==> src/rtl/ras_pkg.sv <==
package ras_pkg;

    typedef enum logic [1:0] {
        OP_IDLE = 2'd0,
        OP_PUSH = 2'd1,
        OP_POP  = 2'd2,
        OP_SWAP = 2'd3
    } ras_op_e;

    function automatic ras_op_e ras_decode(input logic push, input logic pop);
        case ({pop, push})
            2'b01:   return OP_PUSH;
            2'b10:   return OP_POP;
            2'b11:   return OP_SWAP;
            default: return OP_IDLE;
        endcase
    endfunction

endpackage

==> src/rtl/ras_wrap_step.sv <==
module ras_wrap_step #(
    parameter int DEPTH = 8,
    localparam int PW = $clog2(DEPTH)
) (
    input  logic [PW-1:0] cur,
    output logic [PW-1:0] nxt_up,
    output logic [PW-1:0] nxt_down
);
    localparam logic [PW-1:0] LAST = PW'(DEPTH - 1);

    always_comb begin
        nxt_up   = (cur == LAST) ? '0 : cur + 1'b1;
        nxt_down = (cur == '0) ? LAST : cur - 1'b1;
    end
endmodule

==> src/rtl/ras_occ.sv <==
module ras_occ #(
    parameter int DEPTH = 8,
    localparam int CW = $clog2(DEPTH + 1)
) (
    input  logic          clk,
    input  logic          rst,
    input  logic          up,
    input  logic          down,
    output logic [CW-1:0] count,
    output logic          empty,
    output logic          full
);
    localparam logic [CW-1:0] TOP = CW'(DEPTH);

    logic [CW-1:0] count_d, count_q;

    always_comb begin
        count_d = count_q;
        if (up && !down && count_q != TOP)
            count_d = count_q + 1'b1;
        else if (down && !up && count_q != '0)
            count_d = count_q - 1'b1;
    end

    always_ff @(posedge clk) begin
        if (rst) count_q <= '0;
        else     count_q <= count_d;
    end

    assign count = count_q;
    assign empty = (count_q == '0);
    assign full  = (count_q == TOP);

    assert_count_bound_R5: assert property (@(posedge clk) disable iff (rst)
        count_q <= TOP);

    assert_full_holds_on_push_R5: assert property (@(posedge clk) disable iff (rst)
        (full && up && !down) |=> full);

    assert_flags_exclusive_R10: assert property (@(posedge clk) disable iff (rst)
        !(empty && full));
endmodule

==> src/rtl/ras_store.sv <==
module ras_store #(
    parameter int DEPTH = 8,
    parameter int AW = 32,
    localparam int PW = $clog2(DEPTH)
) (
    input  logic          clk,
    input  logic          we,
    input  logic [PW-1:0] waddr,
    input  logic [AW-1:0] wdata,
    input  logic [PW-1:0] raddr,
    output logic [AW-1:0] rdata
);
    logic [AW-1:0] slots [DEPTH];

    always_ff @(posedge clk) begin
        if (we) slots[waddr] <= wdata;
    end

    assign rdata = slots[raddr];

    assert_write_lands_R6: assert property (@(posedge clk)
        we |=> slots[$past(waddr)] == $past(wdata));
endmodule

==> src/rtl/ras_ring_top.sv <==
module ras_ring_top
    import ras_pkg::*;
#(
    parameter int DEPTH = 8,
    parameter int AW = 32,
    localparam int PW = $clog2(DEPTH)
) (
    input  logic          clk,
    input  logic          rst,
    input  logic          push_en,
    input  logic [AW-1:0] push_addr,
    input  logic          pop_en,
    input  logic          restore_en,
    input  logic [PW-1:0] restore_idx,
    input  logic [AW-1:0] restore_addr,
    output logic [AW-1:0] top_addr,
    output logic [PW-1:0] top_idx,
    output logic          empty,
    output logic          full
);
    localparam int CW = $clog2(DEPTH + 1);

    typedef struct packed {
        logic [PW-1:0] ptr;
        logic          we;
        logic [PW-1:0] waddr;
        logic [AW-1:0] wdata;
        logic          occ_up;
        logic          occ_down;
    } ctl_t;

    ctl_t          ctl_d;
    logic [PW-1:0] ptr_q;
    logic [PW-1:0] ptr_up, ptr_down;
    logic [CW-1:0] occ_count;
    ras_op_e       op;

    ras_wrap_step #(.DEPTH(DEPTH)) u_step (
        .cur      (ptr_q),
        .nxt_up   (ptr_up),
        .nxt_down (ptr_down)
    );

    always_comb begin
        op             = ras_decode(push_en, pop_en);
        ctl_d.ptr      = ptr_q;
        ctl_d.we       = 1'b0;
        ctl_d.waddr    = ptr_q;
        ctl_d.wdata    = push_addr;
        ctl_d.occ_up   = 1'b0;
        ctl_d.occ_down = 1'b0;
        if (restore_en) begin
            ctl_d.ptr   = restore_idx;
            ctl_d.we    = 1'b1;
            ctl_d.waddr = restore_idx;
            ctl_d.wdata = restore_addr;
        end else begin
            case (op)
                OP_PUSH: begin
                    ctl_d.ptr    = ptr_up;
                    ctl_d.we     = 1'b1;
                    ctl_d.waddr  = ptr_up;
                    ctl_d.occ_up = 1'b1;
                end
                OP_POP: begin
                    if (!empty) begin
                        ctl_d.ptr      = ptr_down;
                        ctl_d.occ_down = 1'b1;
                    end
                end
                OP_SWAP: begin
                    ctl_d.we = 1'b1;
                    if (empty) begin
                        ctl_d.ptr    = ptr_up;
                        ctl_d.waddr  = ptr_up;
                        ctl_d.occ_up = 1'b1;
                    end
                end
                default: ;
            endcase
        end
    end

    always_ff @(posedge clk) begin
        if (rst) ptr_q <= '0;
        else     ptr_q <= ctl_d.ptr;
    end

    ras_occ #(.DEPTH(DEPTH)) u_occ (
        .clk   (clk),
        .rst   (rst),
        .up    (ctl_d.occ_up),
        .down  (ctl_d.occ_down),
        .count (occ_count),
        .empty (empty),
        .full  (full)
    );

    ras_store #(.DEPTH(DEPTH), .AW(AW)) u_store (
        .clk   (clk),
        .we    (ctl_d.we),
        .waddr (ctl_d.waddr),
        .wdata (ctl_d.wdata),
        .raddr (ptr_q),
        .rdata (top_addr)
    );

    assign top_idx = ptr_q;

    assert_restore_lands_R7: assert property (@(posedge clk) disable iff (rst)
        restore_en |=> (top_idx == $past(restore_idx)) && (top_addr == $past(restore_addr)));

    assert_restore_keeps_flags_R8: assert property (@(posedge clk) disable iff (rst)
        restore_en |=> $stable(empty) && $stable(full));

    assert_push_shows_addr_R2: assert property (@(posedge clk) disable iff (rst)
        (push_en && !pop_en && !restore_en) |=> top_addr == $past(push_addr));

    assert_pop_empty_noop_R4: assert property (@(posedge clk) disable iff (rst)
        (pop_en && !push_en && !restore_en && empty) |=> $stable(top_idx) && empty);

    assert_swap_keeps_ptr_R9: assert property (@(posedge clk) disable iff (rst)
        (pop_en && push_en && !restore_en && !empty) |=>
            $stable(top_idx) && $stable(occ_count) && top_addr == $past(push_addr));
endmodule

==> config.mk <==
export PLATFORM = sky130hd
export DESIGN_NAME = ras_ring_top
export DESIGN_NICKNAME = d
export VERILOG_FILES = /design/src/rtl/ras_pkg.sv /design/src/rtl/ras_wrap_step.sv /design/src/rtl/ras_occ.sv /design/src/rtl/ras_store.sv /design/src/rtl/ras_ring_top.sv
export SDC_FILE = /design/constraint.sdc
export NUM_CORES = 1
export LEC_CHECK = 0
export ABC_AREA = 1
export BUFFER_PORTS_ARGS = -buffer_cell sky130_fd_sc_hd__buf_2
export CORE_MARGIN = 2
export CORE_UTILIZATION = 53
export CTS_CLUSTER_DIAMETER = 100
export CTS_CLUSTER_SIZE = 24
export DETAILED_ROUTE_END_ITERATION = 8
export GPL_ROUTABILITY_DRIVEN = 0
export PLACE_DENSITY = 0.78
export SLEW_MARGIN = 5
export SYNTH_ARGS = -nofsm -noshare
export SYNTH_HDL_FRONTEND = slang
export SYNTH_SLANG_ARGS = --single-unit
==> constraint.sdc <==
create_clock -name clk -period 3.4 [get_ports clk]
set_clock_uncertainty 0.15 [all_clocks]
set_input_delay 0.51 -clock clk [delete_from_list [all_inputs] [get_ports clk]]
set_output_delay 0.51 -clock clk [all_outputs]
set_load 0.01 [all_outputs]
==> results of run 1 <==
## metrics by stage
stage               instance area, um2  hold slack (ns)  utilization, %  setup slack [ns]
finish                           12560          0.03442           59.95            0.3431
global route                     12560          0.03842           59.95            0.2224
CTS                              12560          0.02581           59.95            0.3327
detailed placement               12140           0.4148           57.92            0.4661
global placement                 12140           0.4061           57.92            0.5314
floorplan                        11260           0.3852               -           0.07665
## cell type report
type / count / area share, %
flip-flops and latches: 266 / 62.85
inverters: 21 / 0.6473
clock inverters: 3 / 0.2888
repair buffers: 132 / 6.135
multi-input cells: 634 / 24.23
well taps: 275 / 2.739
clock buffers: 19 / 3.107
## state kept, by name, summed over array words and instances (netlist names), named ones only
register       count
u_store.slots    256
u_occ.count        4
top_idx            3
## Yosys cell counts
cell,n
a21boi_1,1
a21o_1,2
a21oi_1,16
buf_1,7
buf_2,14
buf_4,3
buf_6,9
clkbuf_1,24
dfxtp_1,10
edfxtp_1,256
fa_1,1
ha_1,9
inv_1,19
inv_2,2
nand2_1,236
nand2_2,3
nand2_4,1
nand3_1,12
nand3_2,1
nor2_1,211
nor2_2,1
nor2_4,2
nor4_1,1
o21ai_0,70
o21ai_2,1
o31ai_1,1
o32ai_1,64
xnor2_1,1
## worst min path at each step
| stage | startpoint | end | slack (ns) | cells after the start |
|---|---|---|---|---|
| CTS | rst | u_occ.count[1] | 0.03 | 2 |
| detailed placement | u_occ.count[3] | u_occ.count[3] | 0.41 | 2 |
| global route | rst | u_occ.count[1] | 0.04 | 2 |
| floorplan | u_occ.count[3] | u_occ.count[3] | 0.39 | 2 |
| global placement | u_occ.count[3] | u_occ.count[3] | 0.41 | 2 |
| finish | rst | u_occ.count[1] | 0.03 | 2 |
## cells in the final DEF (no fill, tap or decap), drive strengths merged
| master | synthesis | layout |
|---|---|---|
| inv | 21 | 23 |
| a21o | 2 | 2 |
| buf | 33 | 132 |
| o21ai | 71 | 71 |
| nand3 | 13 | 13 |
| ha | 9 | 9 |
| fa | 1 | 1 |
| clkbuf | 24 | 19 |
| o32ai | 64 | 64 |
| clkinv | 0 | 1 |
| nand2 | 240 | 240 |
| a21boi | 1 | 1 |
| o31ai | 1 | 1 |
| xnor2 | 1 | 1 |
| dfxtp | 10 | 10 |
| nor4 | 1 | 1 |
| nor2 | 214 | 214 |
| a21oi | 16 | 16 |
| edfxtp | 256 | 256 |
## kinds of logic (layout without fill, tap and decap cells)
| family | count (synthesis) | in the layout |
|---|---|---|
| AND/OR/NAND/NOR | 468 | 468 |
| buffers and inverters | 78 | 175 |
| adder cells (fa/ha/maj) | 10 | 10 |
| AO/OA/AOI/OAI | 155 | 155 |
| XOR/XNOR | 1 | 1 |
| flip-flops | 266 | 266 |
## critical path: cells and delay by family (launching register included)
family | cells | cell delay [ns]
flops | 1 | 0.37
buf+inv | 3 | 0.97
simple gates | 3 | 0.29
compound gates | 1 | 0.26
## per-layer routing
layer	routed length [um]	share of wire, %	up-vias	GRT usage [%]
met1	10320	43	3700	29.50
met3	1482	6.2	31	2.287
met4	442	1.8	0	5.189
met5	0	0	-	0
li1	-	-	3618	-
met2	11820	49	256	36.74
## power breakdown
part / total, W / internal [W] / switching (W) / leakage [nW]
sequential: 0.00392 / 0.00383 / 0.0000929 / 2.43
combinational: 0.00139 / 0.000471 / 0.000922 / 2.08
clock: 0.00183 / 0.000836 / 0.000996 / 0.207
==> impl_metrics.json, run 1 <==
{
  "outcome": "finished, final reports clean",
  "cts-resized-gates": 0,
  "rsz0062_at_grt": "no",
  "cts_setup_buffers": 0,
  "viasPerCell": 5.633,
  "synthesis.area_mm2": 0.01126,
  "drt_first_pass_iters": 4,
  "numPortBuffers": 108,
  "synth.distinct_cells": 28,
  "post-route-min-period_ns": 3.057,
  "crit_end": "top_addr[24]",
  "critPathMaxFanout": 63,
  "critical_path.max_stage_delay_ns": 0.51,
  "end_kind": "primary output",
  "r2r_end": "u_store.slots[2][11]",
  "clock_latency_ns": 0.49,
  "antenna_cells": 0,
  "ff_latch_area_mm2": 0.007896,
  "slew_headroom_pct": 50.67,
  "avgSynthCellArea_um2": 11.51,
  "drv_cap": 0,
  "grt_antenna_before_repair": 0,
  "multiInputGateArea_mm2": 0.003044,
  "drive_gt1_share_pct": 16.00,
  "cts_tree": "done",
  "peakVddDrop_uv": 296.3,
  "route.detailed.drc": 0,
  "drt-initial-drc-count": 598,
  "synth.largest_area_cell": "edfxtp_1",
  "synthSimpleGateAreaFrac_pct": 16.10,
  "synth_fa_ha_area_share_pct": 1.178,
  "p_per_area_mw_per_mm2": 568.8,
  "tns_ns": 0,
  "synth_area_leaders": "edfxtp_1, nand2_1, nor2_1, o32ai_1, o21ai_0",
  "rr_worst_depth": 11,
  "hp-class": "input pin to flip-flop",
  "critical_path_class": "flip-flop to primary output",
  "synth-seq-cells": 266,
  "ys_warn_count": 0,
  "track_usage_pct": 21.34,
  "vias": 7605,
  "clk_pin_slew_worst_paths_ns": 0.09,
  "reg2reg_from": "top_idx[0]",
  "synth-xor-area-share_pct": 0.07778,
  "dieHeight_um": 149.8,
  "syn_nets": 1060,
  "drt_wl_total_um": 24060,
  "cpMostUsedCell": "nand2_1",
  "setup_viol_count_final": 0,
  "cts_max_level": 1,
  "cts_sinks": 266,
  "antenna_left": 0,
  "synth_compound_area_share_pct": 9.144,
  "initial_core_util_pct": 53.74,
  "critPathRequiredTime_ns": 2.74,
  "period_share_pct": 89.91,
  "rrSetupSlack_ns": 0.71,
  "grt_max_degree": 67,
  "overflow": 0,
  "pin_count": 109,
  "p_total_w": 0.007146,
  "finalNonFillerCells": 1350,
  "leakage_nw": 4.725,
  "netlist_instances": 978,
  "holdBufCountCts": 0,
  "dp_hpwl_um": 14400,
  "grt_pass1_wl_um": 37360,
  "yosysTopAreaCellShare_pct": 68.27,
  "dieWidth_um": 149.8,
  "fmax_ghz": 0.3271,
  "cp_slowest_cell": "inv_4",
  "critPathLaunchType": "flip-flop",
  "nNetsFinal": 1152,
  "cts_made_buffers": 15,
  "grt_pass1_vias": 7220,
  "core_mm2": 0.02096,
  "synth_top_family_by_area": "simple AND/OR/NAND/NOR gates",
  "cts_root_buf": "clkbuf_16",
  "placementRows": 53,
  "finalHoldViolCount": 0,
  "synthToLayoutAreaGrowth_pct": 11.57,
  "yosysSeqAreaShare_pct": 70.04,
  "tightest_slew_ns": 0.7391,
  "synthMuxAreaShare_pct": 0,
  "num-fill-cells": 1640,
  "arrival_ns": 2.40,
  "clk_path_buf_depth": 3,
  "die_area_mm2": 0.02243,
  "wire_per_inst_um": 17.82,
  "cp_cell_sequence": "inv_4 > buf_4 > nor2_1 > o32ai_1 > nand2_1 > nand2_1 > buf_2",
  "dp_cells": 1328,
  "timing.final.max_slew_violations": 0
}
Note: power is estimated with default switching activity, not from simulation.
==> run 2: changes to the inputs <==
Settings changed: HOLD_SLACK_MARGIN from default to 0.03, RECOVER_POWER from default to 100.
==> run 2 against run 1 <==
Combinational power decreased by 4%. Sequential power about the same. Sequential cell count unchanged. Largest cell class unchanged.
==> impl_metrics.json, run 2 (same netlist as run 1, synthesis figures left out) <==
{
  "final_cell_mix": "edfxtp_1, nand2_1, nor2_1",
  "rsz0062_at_grt": "no",
  "drive_gt1_share_pct": 12.55,
  "p_per_area_mw_per_mm2": 568.4,
  "finalHoldViolCount": 0,
  "viasPerCell": 5.624,
  "drt_wl_total_um": 24050,
  "num-fill-cells": 1667,
  "arrival_ns": 2.50,
  "vias": 7598,
  "clock_latency_ns": 0.49,
  "fin_util_pct": 59.45,
  "dieHeight_um": 149.8,
  "drt-initial-drc-count": 653,
  "overflow": 0,
  "layout_commonest_cell": "edfxtp_1",
  "grt_max_degree": 67,
  "critPathRequiredTime_ns": 2.74,
  "grt_antenna_before_repair": 0,
  "core_mm2": 0.02096,
  "tns_ns": 0,
  "drv_cap": 0,
  "cts_sinks": 266,
  "antenna_left": 0,
  "clk_pin_slew_worst_paths_ns": 0.09,
  "initial_core_util_pct": 53.74,
  "fmax_ghz": 0.3160,
  "pin_count": 109,
  "period_share_pct": 93.08,
  "p_clk_share_pct": 25.7,
  "cts_setup_buffers": 0,
  "critPathLaunchType": "flip-flop",
  "tightest_slew_ns": 1.048,
  "synthToLayoutAreaGrowth_pct": 10.63,
  "critPathMaxFanout": 63,
  "antenna_cells": 0,
  "p_int_w": 0.005096,
  "critical_path_class": "flip-flop to primary output",
  "p_seq_share_pct": 55.4,
  "largest_register_ffs": 256,
  "cts_max_level": 1,
  "p_sw_share_pct": 28.04,
  "cts-resized-gates": 0,
  "numPortBuffers": 108,
  "end_kind": "primary output",
  "outcome": "finished, final reports clean",
  "dp_hpwl_um": 14400,
  "post-route-min-period_ns": 3.165,
  "dieWidth_um": 149.8,
  "nNetsFinal": 1153,
  "die_area_mm2": 0.02243,
  "regMostFlops": "u_store.slots",
  "clk_path_buf_depth": 3,
  "placementRows": 53,
  "wire_per_inst_um": 17.80,
  "route.detailed.drc": 0,
  "ff_latch_area_mm2": 0.007893,
  "drt_first_pass_iters": 4,
  "timing.final.max_slew_violations": 0,
  "slew_headroom_pct": 30.10,
  "power.net_switching_w": 0.001985,
  "p_total_w": 0.007081,
  "combPwrFrac_pct": 18.9,
  "cts_made_buffers": 15,
  "leakage_nw": 4.625,
  "cts_root_buf": "clkbuf_16",
  "grt_pass1_vias": 7232,
  "track_usage_pct": 21.36,
  "setup_viol_count_final": 0,
  "multiInputGateArea_mm2": 0.002999,
  "grt_pass1_wl_um": 37390,
  "hp-class": "input pin to flip-flop",
  "peakVddDrop_uv": 290.0,
  "cts_tree": "done"
}
==> run 2: cell types whose count changed in the layout (fill, tap and decap cells not counted), moves of 2 or more <==
cell / previous run / this run
nor2_4: 10 / 6
clkbuf_2: 0 / 9
nand2_2: 3 / 1
clkbuf_1: 4 / 33
nand2_1: 236 / 239
clkbuf_4: 0 / 2
buf_4: 20 / 6
buf_2: 108 / 82
nor2_1: 203 / 206
==> run 2: worst paths after layout <==
path	from	endpoint	slack (ns)	depth (start not counted)
hold reg to reg	u_occ.count[1]	u_occ.count[1]	0.42	2
setup / recovery	flip-flop	top_addr[18]	0.24	7
setup reg to reg	top_idx[0]	u_store.slots[1][28]	0.35	10
hold / removal	restore_idx[0]	flip-flop	0.22	3
==> run 2: per-layer routing <==
metal  global-route usage, %  routed length, um  up-vias
li1                        -                  -     3622
met1                   29.50              10170     3662
met2                   36.79              11800      281
met3                   2.287               1621       33
met4                   5.189                454        0
met5                       0                  0        -
==> run 2: power groups by stage <==
stage / sequential (W) / clock [W] / combinational, W
after detailed placement: 0.00400 / 0 / 0.00139
after floorplan: 0.00397 / 0 / 0.000942
after CTS: 0.00392 / 0.00184 / 0.00139
after global routing: 0.00394 / 0.00194 / 0.00150
final: 0.00392 / 0.00182 / 0.00134
after global placement: 0.00399 / 0 / 0.00135
==> run 2: timing repair <==
item                                    in CTS  in global routing
endpoints found under the hold margin        1                  0
endpoints found under the setup margin       0                  0
hold buffers                                 1                  0
==> run 2: cell type report <==
type	instances	area share (%)
Inverter	21	0.6528
Sequential cell	266	63.35
Tap cell	275	2.762
Multi-Input combinational cell	634	24.07
Timing Repair Buffer	133	5.735
Clock buffer	19	3.133
Clock inverter	3	0.2913
==> run 2: worst max-delay path, cell delays in order (launching register included) <==
cell,delay [ns]
dfxtp_1,0.36
inv_4,0.53
clkbuf_2,0.42
nor2_1,0.09
o32ai_1,0.25
nand2_1,0.08
nand2_1,0.09
clkbuf_1,0.16
==> run 2: per-stage QoR <==
stage / area, um2 / setup WS (ns) / hold WS (ns) / instances
floorplan: 11260 / 0.07665 / 0.3852 / 978
global placement: 12140 / 0.5314 / 0.4061 / 1328
detailed placement: 12140 / 0.4661 / 0.4148 / 1328
CTS: 12570 / 0.3327 / 0.2091 / 1351
global route: 12460 / 0.1204 / 0.2226 / 1351
finish: 12460 / 0.2351 / 0.2215 / 1351
